## src/rtl/segld_pkg.sv

```systemverilog
`timescale 1ns/1ps
package segld_pkg;
  localparam int SEL_W  = 16;
  localparam int DESC_W = 64;
  localparam int SEG_W  = 32;
  localparam int IDX_LSB = 3;
  localparam int TI_BIT  = 2;

  // descriptor field positions (the decoder depends on them)
  localparam int D_TYPE_LO = 40;
  localparam int D_S_BIT   = 44;
  localparam int D_DPL_LO  = 45;
  localparam int D_P_BIT   = 47;
  localparam int D_L_BIT   = 53;
  localparam int D_D_BIT   = 54;
  localparam int D_G_BIT   = 55;

  typedef struct packed {
    logic [1:0] dpl;
    logic       def_size;
    logic       long_mode;
    logic       is_code;
    logic       expand_down;
    logic       writable;
    logic       readable;
  } seg_attr_t;
endpackage

```

## src/rtl/segld_sel_check.sv

```systemverilog
`timescale 1ns/1ps
module segld_sel_check
  import segld_pkg::*;
#(
  parameter int ADDR_W = 48,
  parameter int LIM_W  = 32,
  parameter int SIZE_W = 4
) (
  input  logic [SEL_W-1:0]  sel,
  input  logic [SIZE_W-1:0] size,
  input  logic              null_en,
  input  logic [ADDR_W-1:0] gdt_base,
  input  logic [LIM_W-1:0]  gdt_limit,
  input  logic [ADDR_W-1:0] ldt_base,
  input  logic [LIM_W-1:0]  ldt_limit,
  input  logic [SEL_W-1:0]  ldt_sel,
  output logic [ADDR_W-1:0] addr,
  output logic              fault,
  output logic              is_null
);
  localparam int IDX_W  = SEL_W - IDX_LSB;
  localparam int SPAN_W = LIM_W + 1;

  logic [IDX_W-1:0]   idx;
  logic               ti;
  logic [SEL_W-1:0]   offs;
  logic [ADDR_W-1:0]  tbl_base;
  logic [LIM_W-1:0]   tbl_lim;
  logic [SPAN_W-1:0]  span;
  logic               over_lim;
  logic               ldt_unusable;

  assign idx  = sel[SEL_W-1:IDX_LSB];
  assign ti   = sel[TI_BIT];
  assign offs = {idx, {IDX_LSB{1'b0}}};

  assign tbl_base = ti ? ldt_base  : gdt_base;
  assign tbl_lim  = ti ? ldt_limit : gdt_limit;

  assign addr = tbl_base + ADDR_W'(offs);

  // one extra bit so index*8 + size never wraps
  assign span     = SPAN_W'(offs) + SPAN_W'(size);
  assign over_lim = span > {1'b0, tbl_lim};

  assign ldt_unusable = ti && (ldt_sel == '0);
  assign fault        = over_lim || ldt_unusable;

  assign is_null = null_en && (idx == '0) && !ti;
endmodule

```

## src/rtl/segld_desc_decode.sv

```systemverilog
`timescale 1ns/1ps
module segld_desc_decode
  import segld_pkg::*;
(
  input  logic [DESC_W-1:0] desc,
  output logic [SEG_W-1:0]  base,
  output logic [SEG_W-1:0]  limit,
  output seg_attr_t         attr,
  output logic              bad
);
  localparam int RAW_LIM_W = 20;
  localparam int GRAN_SH   = SEG_W - RAW_LIM_W;

  logic [RAW_LIM_W-1:0] raw_lim;
  logic [3:0]           typ;
  logic                 code_seg;

  assign raw_lim = {desc[51:48], desc[15:0]};
  assign base    = {desc[63:56], desc[39:16]};
  assign limit   = desc[D_G_BIT] ? {raw_lim, {GRAN_SH{1'b1}}}
                                 : {{GRAN_SH{1'b0}}, raw_lim};

  assign typ      = desc[D_TYPE_LO +: 4];
  assign code_seg = typ[3];

  always_comb begin
    attr          = '0;
    attr.dpl      = desc[D_DPL_LO +: 2];
    attr.def_size = desc[D_D_BIT];
    attr.is_code  = code_seg;
    if (code_seg) begin
      attr.readable  = typ[1];
      attr.long_mode = desc[D_L_BIT];
    end else begin
      attr.readable    = 1'b1;
      attr.writable    = typ[1];
      attr.expand_down = typ[2];
    end
  end

  assign bad = !desc[D_S_BIT] || !desc[D_P_BIT];
endmodule

```

## src/rtl/segld_pipe.sv

```systemverilog
`timescale 1ns/1ps
module segld_pipe #(
  parameter int W = 8
) (
  input  logic         clk,
  input  logic         rst_n,
  input  logic         in_valid,
  output logic         in_ready,
  input  logic [W-1:0] in_data,
  output logic         out_valid,
  input  logic         out_ready,
  output logic [W-1:0] out_data
);
  assign in_ready = !out_valid || out_ready;

  always_ff @(posedge clk) begin
    if (!rst_n) begin
      out_valid <= 1'b0;
      out_data  <= '0;
    end else if (in_ready) begin
      out_valid <= in_valid;
      if (in_valid) out_data <= in_data;
    end
  end
endmodule

```

## src/rtl/segld_top.sv

```systemverilog
`timescale 1ns/1ps
module segld_top
  import segld_pkg::*;
#(
  parameter int ADDR_W = 48,
  parameter int LIM_W  = 32,
  parameter int SIZE_W = 4
) (
  input  logic              clk,
  input  logic              rst_n,
  input  logic [ADDR_W-1:0] gdt_base,
  input  logic [LIM_W-1:0]  gdt_limit,
  input  logic [ADDR_W-1:0] ldt_base,
  input  logic [LIM_W-1:0]  ldt_limit,
  input  logic [SEL_W-1:0]  ldt_sel,
  input  logic              req_valid,
  output logic              req_ready,
  input  logic [SEL_W-1:0]  req_sel,
  input  logic [SIZE_W-1:0] req_size,
  input  logic              null_en,
  output logic              rsp_valid,
  input  logic              rsp_ready,
  output logic [ADDR_W-1:0] rsp_addr,
  output logic              rsp_fault,
  output logic [SEL_W-1:0]  rsp_code,
  output logic              rsp_null,
  input  logic              desc_valid,
  output logic              desc_ready,
  input  logic [DESC_W-1:0] desc_word,
  output logic [SEG_W-1:0]  seg_base,
  output logic [SEG_W-1:0]  seg_limit,
  output logic [7:0]        seg_attr,
  output logic              desc_err
);
  localparam int PAY_W = ADDR_W + 1 + SEL_W + 1;

  logic [ADDR_W-1:0] chk_addr;
  logic              chk_fault;
  logic              chk_null;
  logic [PAY_W-1:0]  pay_in;
  logic [PAY_W-1:0]  pay_out;

  segld_sel_check #(.ADDR_W(ADDR_W), .LIM_W(LIM_W), .SIZE_W(SIZE_W)) u_sel (
    .sel       (req_sel),
    .size      (req_size),
    .null_en   (null_en),
    .gdt_base  (gdt_base),
    .gdt_limit (gdt_limit),
    .ldt_base  (ldt_base),
    .ldt_limit (ldt_limit),
    .ldt_sel   (ldt_sel),
    .addr      (chk_addr),
    .fault     (chk_fault),
    .is_null   (chk_null)
  );

  assign pay_in = {chk_addr, chk_fault, req_sel, chk_null};

  segld_pipe #(.W(PAY_W)) u_rsp (
    .clk       (clk),
    .rst_n     (rst_n),
    .in_valid  (req_valid),
    .in_ready  (req_ready),
    .in_data   (pay_in),
    .out_valid (rsp_valid),
    .out_ready (rsp_ready),
    .out_data  (pay_out)
  );

  assign {rsp_addr, rsp_fault, rsp_code, rsp_null} = pay_out;

  logic [SEG_W-1:0] dec_base;
  logic [SEG_W-1:0] dec_limit;
  seg_attr_t        dec_attr;
  logic             dec_bad;

  segld_desc_decode u_dec (
    .desc  (desc_word),
    .base  (dec_base),
    .limit (dec_limit),
    .attr  (dec_attr),
    .bad   (dec_bad)
  );

  assign desc_ready = 1'b1;

  always_ff @(posedge clk) begin
    if (!rst_n) begin
      seg_base  <= '0;
      seg_limit <= '0;
      seg_attr  <= '0;
      desc_err  <= 1'b0;
    end else begin
      desc_err <= desc_valid && dec_bad;
      if (desc_valid && !dec_bad) begin
        seg_base  <= dec_base;
        seg_limit <= dec_limit;
        seg_attr  <= dec_attr;
      end
    end
  end
endmodule

```

## config.mk

```make
export PLATFORM = sky130hd
export DESIGN_NAME = segld_top
export DESIGN_NICKNAME = d
export VERILOG_FILES = /design/src/rtl/segld_pkg.sv /design/src/rtl/segld_sel_check.sv /design/src/rtl/segld_desc_decode.sv /design/src/rtl/segld_pipe.sv /design/src/rtl/segld_top.sv
export SDC_FILE = /design/constraint.sdc
export NUM_CORES = 1
export LEC_CHECK = 0
export BUFFER_PORTS_ARGS = -buffer_cell sky130_fd_sc_hd__buf_2
export CAP_MARGIN = 20
export CORE_ASPECT_RATIO = 0.9
export CORE_MARGIN = 8
export CORE_UTILIZATION = 35
export CTS_CLUSTER_SIZE = 20
export DETAILED_ROUTE_END_ITERATION = 16
export SLEW_MARGIN = 10
export SYNTH_ARGS = -nofsm -noshare
export SYNTH_HDL_FRONTEND = slang
export SYNTH_SLANG_ARGS = --single-unit
```

## constraint.sdc

```tcl
create_clock -name clk -period 6.56 [get_ports clk]
set_input_delay 0.656 -clock clk [delete_from_list [all_inputs] [get_ports clk]]
set_output_delay 0.656 -clock clk [all_outputs]
set_load 0.05 [all_outputs]
```

==> impl_metrics.ini <==
[clock_tree]
cts_buffers = 17
ctsHoldBuffers = 0
clk_path_buf_depth = 2
clkTransAtPathRegs_ns = 0.07
htreeDepth = 4
clkLatencyLatePin_ns = 0.43
postCtsSetupRepairBufs = 0
cts-root-buf = clkbuf_16
tritoncts = yes
clock_sinks = 140
cts_resized = 0

[hold_path]
whs_path_depth = 2
hold_class = flip-flop to flip-flop

[pwr]
power_mw = 2.52
power_frac_clock = 0.381
p_int_mw = 1.62
power.switching_mw = 0.893
p_seq_frac = 0.365
switching_share = 0.355
combPwrFrac = 0.254
power_density_nw_per_um2 = 233
peakVddDrop_mv = 0.157
p_leak_nw = 4.96

[yosys]
yosys_warnings = 0
yosysTopAreaCell = dfxtp_1
synth_area_leaders = dfxtp_1 (35%), nand2_1 (8.1%), a21oi_1 (7.2%), mux2i_1 (5.9%), ha_1 (5.0%)
yosysSeqAreaShare = 0.349
avgSynthCellArea_sq_um = 8.07
synthFlopType = dfxtp_1
netlist-cell-type-count = 70
synth_edf_count = 0
synthArstFlopShare = 0
syn_nets = 1294
synth_top_area_frac = 0.349
synth_commonest_cells = nand2_1 (174), dfxtp_1 (140), a21oi_1 (115), nand3_1 (55), nor2_1 (49)
synth.cell_area_sq_um = 8030
synth-seq-cells = 140
syn_inst = 995
yosysMostFrequentCell = nand2_1

[timing]
fin_skew_ns = 0.0157
rsz0062_at_grt = false
tns_ns = 0
fmax_mhz = 258
maxSlewViolCount = 0
relSlewSlack = 0.351
fin_ws_ns = 2.69
min_period_over_period = 0.590
fin_crit_ns = 3.87
holdWs_ns = 0.449
setup_viol = 0
hold_violations = 0
worst_pin_slew_ns = 0.970

[drt]
vias = 8671
drt-total-wl_um = 30400
firstDrtPassIters = 5
postRouteAntennaNets = 0
viasPerCell = 5.18
wire_per_inst_um = 18.2
first_iter_violations = 574
drc_errors = 0

[floorplan]
fp.dieH_um = 160
die_area_sq_um = 28000
initial_core_util = 0.356
die_w_um = 176
core_area_sq_um = 22500
top_level_ports = 408
rows = 52

[place]
dp_slack_ns = 2.31
port_buffers = 404
dp.cells = 1640
gp_congestion = 0.852
hpwl_um = 23500
place_area_sq_um = 10200

[finish]
design_area_sq_um = 10800
fin_cells = 1675
syn2layout_area_growth_pct = 34.5
drive_gt1_frac = 0.357
final_nets = 1661
final_util = 0.479

[setup_path]
crit_cells = 12
cpLargestDelayFamily = compound AO/OA/AOI/OAI gates
r2r_cells = 6
critical_path_buf_inv_count = 2
path_class = primary input to flip-flop
slowest_stage = a211oi_2
critPathArrivalTime_ns = 4.15
critPathMaxStageDelay_ns = 0.73
path_max_fanout = 45
cp.required_ns = 6.84
cp-end-kind = flip-flop
crit_chain = buf_4, mux2_2, ha_1, fa_1, a21oi_1, o21ai_0, a211oi_2, nor3_1, buf_4, and4_1, o21ai_1, a21oi_1
start_kind = primary input

[global_route]
grt_usage = 0.208
antenna_found_initial = 3
first_global_vias = 8579
grt_max_degree = 74
grt-ovfl-total = 0
grt_first_pass_wirelength_um = 47100

[run]
maxCapViolCount = 0

[outcome]
status = complete, no violations
## placed cells by master (no fill, tap or decap), types with 4 or more instances in the layout
master | synthesis | layout
and2_1 | 7 | 6
a211oi_1 | 14 | 14
nand3_1 | 55 | 54
o21ai_1 | 4 | 4
nor2b_1 | 6 | 6
and3_1 | 9 | 8
dfxtp_1 | 140 | 140
nor4b_1 | 4 | 4
nand2_1 | 174 | 173
inv_8 | 0 | 4
a31o_2 | 4 | 4
a32o_1 | 6 | 6
buf_4 | 5 | 9
nand3b_1 | 9 | 9
buf_2 | 8 | 403
mux2_2 | 21 | 21
nor2_1 | 49 | 49
nor3_1 | 30 | 30
inv_6 | 0 | 4
o21ai_0 | 26 | 26
or3_1 | 11 | 11
ha_1 | 32 | 32
inv_1 | 13 | 12
o311ai_0 | 4 | 4
nor4_1 | 16 | 16
o211ai_1 | 9 | 9
a21oi_1 | 115 | 115
xor2_1 | 8 | 8
a21o_1 | 9 | 9
xnor2_1 | 23 | 23
mux2i_1 | 47 | 47
or4_1 | 5 | 5
nand4_1 | 16 | 16
a31oi_1 | 6 | 6
and2b_1 | 6 | 6
a32oi_1 | 5 | 5
clkbuf_16 | 0 | 17
## path summary, 6_finish.rpt
check / end / startpoint / slack, ns
worst min register to register: seg_limit[21]$_SDFFE_PN0P_ / seg_limit[21]$_SDFFE_PN0P_ / 0.45
worst min-delay path: seg_limit[21]$_SDFFE_PN0P_ / seg_limit[21]$_SDFFE_PN0P_ / 0.45
worst max register to register: u_rsp.out_data[50]$_SDFFE_PN0P_ / u_rsp.out_valid$_SDFFE_PN0N_ / 4.04
worst max-delay path: u_rsp.out_data[59]$_SDFFE_PN0P_ / req_sel[2] / 2.69
## state kept, by name (all words and copies together) (netlist names)
register         count
u_rsp.out_data      66
seg_base            32
seg_limit           32
seg_attr             8
desc_err             1
u_rsp.out_valid      1
## power by group through the flow
stage | Sequential (mW) | Clock, mW | Combinational, mW
floorplan | 1.10 | 0 | 0.259
global placement | 0.938 | 0 | 0.635
detailed placement | 0.939 | 0 | 0.640
CTS | 0.920 | 0.983 | 0.643
global route | 0.926 | 1.02 | 0.692
finish | 0.920 | 0.958 | 0.639
## kinds of logic (layout without fill, tap and decap cells)
family	after synthesis	after routing	synth area share
other cells	1	4	0.000467
simple gates	416	416	0.252
buf+inv	77	457	0.0426
flops	140	140	0.349
mux	68	68	0.0881
compound gates	229	229	0.181
xor+xnor	31	31	0.0338
fa+ha+maj	33	33	0.0524
## cell type report
type / instances / area [sq um]
flip-flops and latches: 140 / 2800
multi-input cells: 778 / 4890
inverters: 13 / 51.3
well taps: 297 / 372
clock inverters: 14 / 146
diodes: 3 / 7.51
clock buffers: 18 / 439
repair buffers: 412 / 2080
fillers: 2322 / 11700
## worst min-delay path, cell delays in order (launching register included)
cell     delay, ns
dfxtp_1       0.31
nand2_1       0.05
a21oi_1       0.05
## metal layers
layer	vias up	GRT usage	wire [um]
li1	4334	-	-
met1	3961	0.252	12800
met2	335	0.354	14900
met3	41	0.0514	2110
met4	0	0.0701	619
met5	-	0	0
No activity file was read; power rests on OpenSTA's default activity.
